### src/rtl/spr_eval_pkg.sv
package spr_eval_pkg;

  typedef struct packed {
    logic [4:0] rsvd;
    logic       active;
    logic       hflip;
    logic       vflip;
    logic [6:0] idx;
    logic [8:0] hpos;
    logic [7:0] vpos;
  } spr_desc_t;

  typedef enum logic [2:0] {
    ST_IDLE,
    ST_DESC_RD,
    ST_DESC_EV,
    ST_ROW_RD,
    ST_ROW_LD,
    ST_FILL
  } ev_state_e;

endpackage

### src/rtl/spr_line_trigger.sv
module spr_line_trigger #(
  parameter int HW      = 10,
  parameter int VW      = 10,
  parameter int H_TRIG  = 320,
  parameter int V_TOTAL = 525
) (
  input  logic          clk_i,
  input  logic          rst_ni,
  input  logic [HW-1:0] hcnt_i,
  input  logic [VW-1:0] vcnt_i,
  output logic          trig_o,
  output logic [VW-2:0] line_o
);

  logic          hit_w;
  logic          hit_q;
  logic [VW-1:0] vnext_w;
  logic          unused_hlsb;

  assign unused_hlsb = hcnt_i[0];
  assign hit_w       = (hcnt_i[HW-1:1] == (HW-1)'(H_TRIG));

  always_ff @(posedge clk_i or negedge rst_ni) begin
    if (!rst_ni) hit_q <= 1'b0;
    else         hit_q <= hit_w;
  end

  assign trig_o  = hit_w & ~hit_q;
  assign vnext_w = (vcnt_i == VW'(V_TOTAL - 1)) ? '0 : vcnt_i + VW'(1);
  assign line_o  = vnext_w[VW-1:1];

endmodule

### src/rtl/spr_desc_match.sv
module spr_desc_match #(
  parameter int LINE_W = 9,
  parameter int VPOS_W = 8,
  parameter int IDX_W  = 7,
  parameter int ROWS   = 8,
  parameter int AW     = 11,
  localparam int ROW_W = $clog2(ROWS)
) (
  input  logic [LINE_W-1:0] line_i,
  input  logic [VPOS_W-1:0] vpos_i,
  input  logic [IDX_W-1:0]  idx_i,
  input  logic              active_i,
  input  logic              vflip_i,
  output logic              hit_o,
  output logic [AW-1:0]     row_addr_o
);

  logic [LINE_W:0]  diff_w;
  logic [ROW_W-1:0] row_w;
  logic [ROW_W-1:0] row_eff_w;

  // underflow wraps to a large value and fails the span test
  assign diff_w    = {1'b0, line_i} - (LINE_W+1)'(vpos_i);
  assign hit_o     = active_i && (diff_w < (LINE_W+1)'(ROWS));
  assign row_w     = diff_w[ROW_W-1:0];
  assign row_eff_w = vflip_i ? (ROW_W'(ROWS - 1) - row_w) : row_w;
  assign row_addr_o = AW'({idx_i, row_eff_w});

endmodule

### src/rtl/spr_slot_demux.sv
module spr_slot_demux #(
  parameter int SLOTS   = 8,
  localparam int SEL_W  = $clog2(SLOTS)
) (
  input  logic             en_i,
  input  logic [SEL_W-1:0] sel_i,
  output logic [SLOTS-1:0] strobe_o
);

  for (genvar g = 0; g < SLOTS; g++) begin : g_slot
    assign strobe_o[g] = en_i && (sel_i == SEL_W'(g));
  end

endmodule

### src/rtl/spr_line_eval.sv
module spr_line_eval
  import spr_eval_pkg::*;
#(
  parameter int SLOTS     = 8,
  parameter int DESCS     = 64,
  parameter int HW        = 10,
  parameter int VW        = 10,
  parameter int AW        = 11,
  parameter int DW        = 32,
  parameter int H_TRIG    = 320,
  parameter int V_TOTAL   = 525,
  parameter int DESC_BASE = 1024,
  parameter int ROWS      = 8
) (
  input  logic             clk_i,
  input  logic             rst_ni,
  input  logic [HW-1:0]    hcnt_i,
  input  logic [VW-1:0]    vcnt_i,
  output logic             vram_rd_o,
  output logic [AW-1:0]    vram_addr_o,
  input  logic [DW-1:0]    vram_data_i,
  output logic [SLOTS-1:0] slot_load_o,
  output logic [DW-1:0]    slot_pix_o,
  output logic [8:0]       slot_hpos_o,
  output logic             slot_hflip_o
);

  localparam int SLOT_W = $clog2(SLOTS);
  localparam int DESC_W = $clog2(DESCS);
  localparam int LINE_W = VW - 1;

  ev_state_e         state_q;
  logic [DESC_W-1:0] desc_idx_q;
  logic [SLOT_W:0]   slot_q;
  logic [LINE_W-1:0] line_q;
  logic [8:0]        hpos_q;
  logic              hflip_q;
  logic [AW-1:0]     row_addr_q;

  logic              trig_w;
  logic [LINE_W-1:0] line_w;
  spr_desc_t         desc_w;
  logic              hit_w;
  logic [AW-1:0]     row_addr_w;
  logic              load_en_w;
  logic              last_desc_w;
  logic              last_slot_w;
  logic              unused_rsvd;

  assign desc_w      = spr_desc_t'(vram_data_i);
  assign unused_rsvd = ^desc_w.rsvd;
  assign last_desc_w = (desc_idx_q == DESC_W'(DESCS - 1));
  assign last_slot_w = (slot_q == (SLOT_W+1)'(SLOTS - 1));

  spr_line_trigger #(
    .HW(HW), .VW(VW), .H_TRIG(H_TRIG), .V_TOTAL(V_TOTAL)
  ) u_trig (
    .clk_i  (clk_i),
    .rst_ni (rst_ni),
    .hcnt_i (hcnt_i),
    .vcnt_i (vcnt_i),
    .trig_o (trig_w),
    .line_o (line_w)
  );

  spr_desc_match #(
    .LINE_W(LINE_W), .VPOS_W(8), .IDX_W(7), .ROWS(ROWS), .AW(AW)
  ) u_match (
    .line_i     (line_q),
    .vpos_i     (desc_w.vpos),
    .idx_i      (desc_w.idx),
    .active_i   (desc_w.active),
    .vflip_i    (desc_w.vflip),
    .hit_o      (hit_w),
    .row_addr_o (row_addr_w)
  );

  always_ff @(posedge clk_i or negedge rst_ni) begin
    if (!rst_ni) begin
      state_q    <= ST_IDLE;
      desc_idx_q <= '0;
      slot_q     <= '0;
      line_q     <= '0;
      hpos_q     <= '0;
      hflip_q    <= 1'b0;
      row_addr_q <= '0;
    end else begin
      unique case (state_q)
        ST_IDLE: begin
          if (trig_w) begin
            line_q     <= line_w;
            desc_idx_q <= '0;
            slot_q     <= '0;
            state_q    <= ST_DESC_RD;
          end
        end
        ST_DESC_RD: state_q <= ST_DESC_EV;
        ST_DESC_EV: begin
          if (hit_w) begin
            hpos_q     <= desc_w.hpos;
            hflip_q    <= desc_w.hflip;
            row_addr_q <= row_addr_w;
            state_q    <= ST_ROW_RD;
          end else if (last_desc_w) begin
            state_q <= ST_FILL;
          end else begin
            desc_idx_q <= desc_idx_q + DESC_W'(1);
            state_q    <= ST_DESC_RD;
          end
        end
        ST_ROW_RD: state_q <= ST_ROW_LD;
        ST_ROW_LD: begin
          slot_q <= slot_q + (SLOT_W+1)'(1);
          if (last_slot_w) begin
            state_q <= ST_IDLE;
          end else if (last_desc_w) begin
            state_q <= ST_FILL;
          end else begin
            desc_idx_q <= desc_idx_q + DESC_W'(1);
            state_q    <= ST_DESC_RD;
          end
        end
        ST_FILL: begin
          slot_q <= slot_q + (SLOT_W+1)'(1);
          if (last_slot_w) state_q <= ST_IDLE;
        end
        default: state_q <= ST_IDLE;
      endcase
    end
  end

  always_comb begin
    vram_rd_o   = 1'b0;
    vram_addr_o = row_addr_q;
    if (state_q == ST_DESC_RD) begin
      vram_rd_o   = 1'b1;
      vram_addr_o = AW'(DESC_BASE) + AW'(desc_idx_q);
    end else if (state_q == ST_ROW_RD) begin
      vram_rd_o = 1'b1;
    end
  end

  assign load_en_w = (state_q == ST_ROW_LD) || (state_q == ST_FILL);

  spr_slot_demux #(.SLOTS(SLOTS)) u_demux (
    .en_i     (load_en_w),
    .sel_i    (slot_q[SLOT_W-1:0]),
    .strobe_o (slot_load_o)
  );

  always_comb begin
    if (state_q == ST_ROW_LD) begin
      slot_pix_o   = vram_data_i;
      slot_hpos_o  = hpos_q;
      slot_hflip_o = hflip_q;
    end else begin
      slot_pix_o   = '0;
      slot_hpos_o  = '0;
      slot_hflip_o = 1'b0;
    end
  end

endmodule

### config.mk
export PLATFORM = sky130hd
export DESIGN_NAME = spr_line_eval
export DESIGN_NICKNAME = d
export VERILOG_FILES = /design/src/rtl/spr_eval_pkg.sv /design/src/rtl/spr_line_trigger.sv /design/src/rtl/spr_desc_match.sv /design/src/rtl/spr_slot_demux.sv /design/src/rtl/spr_line_eval.sv
export SDC_FILE = /design/constraint.sdc
export NUM_CORES = 1
export LEC_CHECK = 0
export BUFFER_PORTS_ARGS = -buffer_cell sky130_fd_sc_hd__buf_2
export CAP_MARGIN = 30
export CORE_UTILIZATION = 51
export CTS_BUF_LIST = sky130_fd_sc_hd__clkbuf_4 sky130_fd_sc_hd__clkbuf_8
export DETAILED_ROUTE_END_ITERATION = 8
export PLACE_DENSITY = 0.93
export SYNTH_ARGS = -nofsm -noshare
export SYNTH_HDL_FRONTEND = slang
export SYNTH_SLANG_ARGS = --single-unit
### constraint.sdc
create_clock -name clk_i -period 3.25 [get_ports clk_i]
set_input_delay 0.4875 -clock clk_i [delete_from_list [all_inputs] [get_ports clk_i]]
set_output_delay 0.4875 -clock clk_i [all_outputs]
set_load 0.02 [all_outputs]
==> impl_metrics.tcl, run 1 <==
set metrics [dict create \
    routed-via-count 2740 \
    floorplan.rows 27 \
    path_common_cell "buf_4" \
    cp_cell_sequence "ha_1 > a21oi_2 > nor2_1 > o41a_1 > a211o_1 > a211oi_2 > nand3_2 > buf_4 > buf_4 > nand2_1 > o21ai_0" \
    post-route-period-util_pct 86.7 \
    crit_path_max_fanout 27 \
    synth.most_common_cell "dfrtp_1" \
    die_width_um 79.5 \
    post_synth_most_frequent_cells "dfrtp_1 (43), and2_1 (39), inv_1 (20)" \
    synth_seq_cells 43 \
    root_buffer "clkbuf_8" \
    drcViolationCount 0 \
    grt_setup_unrepaired "no" \
    worstMarginPinSlew_ns 0.561 \
    cp.arrival_ns 2.99 \
    drive_above_1_share_pct 35.9 \
    setup_tns_ns 0 \
    grt_pass1_vias 2596 \
    maxClockFrequency_mhz 355 \
    core-area_mm2 0.00564 \
    synthTopCellsByArea "dfrtp_1 (35%), mux2_4 (8.3%), and2_1 (8.0%)" \
    postSynthNetCount 397 \
    fin_worst_skew_ns 0.0127 \
    peak_supply_drop_mv 0.275 \
    maxCapViolCount 0 \
    dpl.cell_count 503 \
    slew_violations 0 \
    route.met3.wl_um 315 \
    total_power_mw 1.55 \
    timing.final.crit_period_ns 2.82 \
    min_path_type "in2async" \
    worst_skew_pair.late_latency_ns 0.30 \
    yosysWarningCount 0 \
    cts_resizes 0 \
    worstPathRequired_ns 3.43 \
    topRoutingLayerUsed "met4" \
    synthDominantAreaCellType "dfrtp_1" \
    start_util_pct 54.3 \
    post_synth_num_cell_types 53 \
    routed_wl_mm 7.19 \
    cp_slowest_stage_delay_ns 0.40 \
    post_synth_instance_area_mm2 0.00306 \
    firstDrtPassIters 4 \
    power.density_mw_per_mm2 401 \
    route.layer.met1.wl_mm 2.94 \
    ys_async_sr_fraction_pct 100 \
    postSynthCellCount 325 \
    cts_hold_buffers 0 \
    port-buffer-count 114 \
    area_enclosed_by_the_die_boundary_mm2 0.00632 \
    critical_path.endpoint_type "register" \
    yosys.area.top_type_share_pct 35.1 \
    synth_enable_flop_cells 0 \
    cts.htree.levels 2 \
    cts_max_path_buffers 2 \
    status "finished, final reports clean" \
    initial_antenna_violation_count 0 \
    grt_first_pass_wirelength_mm 11.5 \
    num-fill-cells 416 \
    area_growth_syn_to_layout_pct 25.9 \
    share_of_the_core_filled_with_cells_pct 68.4 \
    critPathKind "reg2reg" \
    routabilityCongestion 0.964 \
    postRouteAntennaNets 0 \
    post_layout_nonfiller_instances 512 \
    grt_max_degree 44 \
    clkSlewWorstSetupHoldPaths_ns 0.09 \
    post-cts-setup-buffer-count 0 \
    nNetsFinal 511 \
    clock_sinks 43 \
    syn_avg_cell_area_um2 9.43 \
    synth-seq-area-share_pct 35.1 \
    global_route.usage.total_pct 23.4 \
    slew-limit-headroom_pct 62.6 \
    slowest_stage "dfrtp_1" \
    cts_tree "yes" \
    timing.critical_path.from_type "register" \
    viasPerCell 5.35 \
    routed_wire_length_per_instance_um 14.0 \
    io-pin-count 116 \
    setup_viol 0 \
    leakage_nw 2.19 \
    die_height_um 79.5 \
    drt_first_iter_violations 120 \
    synth_flop_cell "dfrtp_1" \
    detailed_place_hpwl_mm 5.52 \
    met2_length_mm 3.76 \
    cts_inserted_buffers 5 \
    global_route.overflow_total 0 \
    antennaDiodeCount 0 \
    timing_hold_violations_final 0 \
]
[layer usage]
metal | vias up | track usage, %
met2 | 88 | 41.9
met4 | 0 | 9.82
li1 | 1361 | -
met5 | - | 0
met3 | 15 | 4.11
met1 | 1276 | 27.2
[critical path, delay by kind of cell (launching register included)]
family,cells,cell delay (ns)
simple gates,3,0.23
flops,1,0.40
fa+ha+maj,1,0.39
compound gates,5,1.21
buf+inv,2,0.47
[registers in the layout (all words and copies together) (netlist names)]
name          cells
u_trig.hit_q      1
slot_q            4
line_q            9
state_q           3
desc_idx_q        6
hflip_q           1
row_addr_q       10
hpos_q            9
[metrics by stage]
stage                     instance area, µm²  worst slack, ns  hold WS [ns]
after floorplan                         3060            0.624         0.192
after global placement                  3700            0.284         0.466
after detailed placement                3700            0.208         0.479
after CTS                               3840            0.439         0.359
after global routing                    3860            0.277        0.0448
final                                   3860            0.432        0.0384
[cells in the final DEF (no fill, tap or decap), types with 3 or more instances in the layout]
cell,Yosys,routed
o21ai_0,18,18
nor3_1,12,12
a21oi_1,6,6
nor2_1,11,11
o22ai_1,3,3
nor2b_1,10,10
clkbuf_8,0,5
nand4_1,6,6
o21a_1,3,3
mux2_4,17,17
mux2_2,6,6
and2_1,39,39
nand3_1,9,9
ha_1,17,17
nand2b_1,8,8
xnor2_1,3,3
nand2_1,18,18
a21o_1,4,4
inv_1,20,20
buf_2,1,114
buf_4,0,6
and3_1,10,10
dfrtp_1,43,43
xor2_1,10,10
o211ai_1,4,4
[report_power, final]
group,internal [mW],switching [mW]
clock network,0.316,0.182
registers,0.593,0.0868
logic,0.169,0.201
[layout make-up]
class | instances | area [µm²] | share of cell area [%]
multi-input cells | 248 | 1840 | 47.8
clock buffers | 6 | 76.3 | 1.98
clock inverters | 2 | 60.1 | 1.56
repair buffers | 121 | 636 | 16.5
well taps | 72 | 90.1 | 2.34
flip-flops and latches | 43 | 1080 | 27.9
inverters | 20 | 75.1 | 1.95
[kinds of logic (layout without fill, tap and decap cells)]
family	after synthesis	in the layout	synth area share [%]
flops	43	43	35.1
xor+xnor	13	13	3.72
fa+ha+maj	18	18	7.59
simple gates	136	136	25.0
compound gates	57	57	13.0
buf+inv	34	149	4.70
mux	24	24	10.9
[final timing paths]
| check | startpoint | end | slack [ns] | depth (start not counted) |
|---|---|---|---|---|
| min in group clk_i | vram_data_i[15] | hpos_q[7]$_DFFE_PN0P_ | 0.42 | 2 |
| max | line_q[5]$_DFFE_PN0P_ | row_addr_q[1]$_DFFE_PN0P_ | 0.43 | 11 |
| max reg2reg | line_q[5]$_DFFE_PN0P_ | row_addr_q[1]$_DFFE_PN0P_ | 0.43 | 11 |
| max in group asynchronous | rst_ni | line_q[7]$_DFFE_PN0P_ | 2.75 | 2 |
| min reg2reg | row_addr_q[2]$_DFFE_PN0P_ | row_addr_q[2]$_DFFE_PN0P_ | 0.50 | 2 |
| min | rst_ni | desc_idx_q[5]$_DFFE_PN0P_ | 0.04 | 1 |
No activity file was read; power rests on OpenSTA's default activity.
==> inputs of run 2 (changes only) <==
CELL_PAD_IN_SITES_DETAIL_PLACEMENT = 2   (was unset)
CELL_PAD_IN_SITES_GLOBAL_PLACEMENT = 2   (was unset)
CORE_UTILIZATION = 30   (was 51)
GPL_TIMING_DRIVEN = 0   (was unset)
==> run 2 against run 1 <==
Compared with the run above: hold slack better by 0.39 ns; clock power is 11% lower; non-clock buffer count is 11 higher; fmax is 6.2% lower; die area is 68% higher; total power is 0.14% higher; combinational power is 18% higher; critical path depth is 5 lower; sequential power is 1% lower; cell count is 14% higher; setup slack worse by 0.18 ns; critical path type is now reg2out.
==> impl_metrics.tcl, run 2 (synthesized netlist as in run 1, its figures left out) <==
set metrics [dict create \
    status "finished, final reports clean" \
    maxClockFrequency_mhz 333 \
    maxCapViolCount 0 \
    cts_max_path_buffers 2 \
    grt_first_pass_wirelength_mm 16.2 \
    min_path_type "in2reg" \
    drive_above_1_share_pct 34.8 \
    drt_first_iter_violations 40 \
    viasPerCell 5.00 \
    final.setup.worst_slack_ns 0.247 \
    power.density_mw_per_mm2 392 \
    grt_max_degree 44 \
    crit_path_max_fanout 10 \
    critical_path.endpoint_type "output pin" \
    slew-limit-headroom_pct 54.4 \
    routabilityCongestion 0.755 \
    routed_wl_mm 10.4 \
    cp.arrival_ns 2.52 \
    placement.setup.worst_slack_ns 0.137 \
    global_route.usage.total_pct 20.0 \
    root_buffer "clkbuf_8" \
    layout_commonest_cell "buf_2" \
    post_layout_nonfiller_instances 584 \
    post-route-period-util_pct 92.4 \
    dpl.cell_count 573 \
    final_cell_area_mm2 0.00396 \
    cts_tree "yes" \
    detailed_place_hpwl_mm 8.28 \
    commonest_non_fill_non_tap_cells_in_the_layout "buf_2 (117), dfrtp_1 (43), and2_1 (39)" \
    grt_setup_unrepaired "no" \
    area_after_dpl_mm2 0.00381 \
    critPathKind "reg2out" \
    port-buffer-count 114 \
    cts_inserted_buffers 5 \
    floorplan.rows 36 \
    io-pin-count 116 \
    worst_skew_pair.late_latency_ns 0.30 \
    cts.htree.levels 2 \
    slew_violations 0 \
    leakage_nw 2.20 \
    die_width_um 103 \
    area_growth_syn_to_layout_pct 29.2 \
    worstPathRequired_ns 2.76 \
    start_util_pct 31.2 \
    worstMarginPinSlew_ns 0.681 \
    routed_wire_length_per_instance_um 17.9 \
    grt_pass1_vias 3269 \
    total_power_mw 1.55 \
    nNetsFinal 522 \
    timing_hold_violations_final 0 \
    die_height_um 103 \
    clkSlewWorstSetupHoldPaths_ns 0.09 \
    setup_viol 0 \
    postRouteAntennaNets 0 \
    timing.critical_path.from_type "register" \
    clock_sinks 43 \
    global_route.overflow_total 0 \
    timing.final.crit_period_ns 3.00 \
    largest-register "row_addr_q" \
    max_ffs_per_register 10 \
    layout_top_registers "row_addr_q: 10 flops, hpos_q: 9 flops, line_q: 9 flops" \
    setup_tns_ns 0 \
    peak_supply_drop_mv 0.161 \
    core-area_mm2 0.00982 \
    drcViolationCount 0 \
    firstDrtPassIters 4 \
    initial_antenna_violation_count 0 \
    fin_worst_skew_ns 0.0105 \
    antennaDiodeCount 0 \
    area_enclosed_by_the_die_boundary_mm2 0.0106 \
    routed-via-count 2918 \
]
## run 2: changes by cell type in the layout (fill, tap and decap cells not counted)
cell | previous run | this run
clkinv_2 | 0 | 1
dlygate4sd3_1 | 0 | 1
clkbuf_8 | 5 | 6
buf_2 | 114 | 117
buf_4 | 6 | 0
bufinv_16 | 2 | 1
buf_6 | 0 | 2
clkbuf_1 | 0 | 11
clkbuf_4 | 1 | 0
## run 2: worst max-delay path, cell delays in order, from the launching register on
cell and delay, ns:
dfrtp_1 0.35, clkbuf_1 0.32, nand2b_1 0.21, nor2_1 0.57
clkbuf_1 0.38, and2_1 0.21, buf_2 0.17
## run 2: where the power goes
part | total (mW) | switching (mW) | internal, mW
registers | 0.671 | 0.0780 | 0.593
logic | 0.436 | 0.258 | 0.178
clock network | 0.443 | 0.194 | 0.249
## run 2: worst paths after layout
kind                                              from  slack [ns]                         to  cells after the start
worst max register to register   line_q[0]$_DFFE_PN0P_        0.32  desc_idx_q[1]$_DFFE_PN0P_                     12
worst max-delay path            state_q[2]$_DFFE_PN0P_        0.25             slot_hpos_o[7]                      6
min in group asynchronous                       rst_ni        0.52  row_addr_q[6]$_DFFE_PN0P_                      2
worst min register to register   line_q[4]$_DFFE_PN0P_        0.50      line_q[4]$_DFFE_PN0P_                      2
max in group asynchronous                       rst_ni        2.30      line_q[6]$_DFFE_PN0P_                      3
worst min-delay path                   vram_data_i[18]        0.43  row_addr_q[4]$_DFFE_PN0P_                      2
## run 2: timing repair
action | in CTS | in global routing
hold buffers | 0 | 1
gates resized for setup | 0 | 0
buffers inserted | 0 | 0
hold endpoints to repair | 0 | 2
## run 2: final cells by class
| cell class | instances | area, µm² |
|---|---|---|
| fillers | 1158 | 5860 |
| well taps | 133 | 166 |
| inverters | 20 | 75.1 |
| plain buffers | 14 | 68.8 |
| clock inverters | 2 | 35.0 |
| clock buffers | 6 | 82.6 |
| multi-input cells | 248 | 1840 |
| repair buffers | 118 | 611 |
| flip-flops and latches | 43 | 1080 |
## run 2: per-stage QoR
step / util [%] / hold slack [ns]
final: 40.3 / 0.427
after global routing: 40.3 / 0.423
after CTS: 40.0 / 0.377
after detailed placement: 38.8 / 0.481
after global placement: 38.7 / 0.467
after floorplan: - / 0.192
## run 2: routing by layer
layer / part of all wire, % / GRT usage, % / up-vias
met3: 4.4 / 2.78 / 15
met1: 40 / 22.2 / 1419
met2: 54 / 39.4 / 95
li1: - / - / 1389
met4: 1.3 / 5.63 / 0
met5: 0 / 0 / -
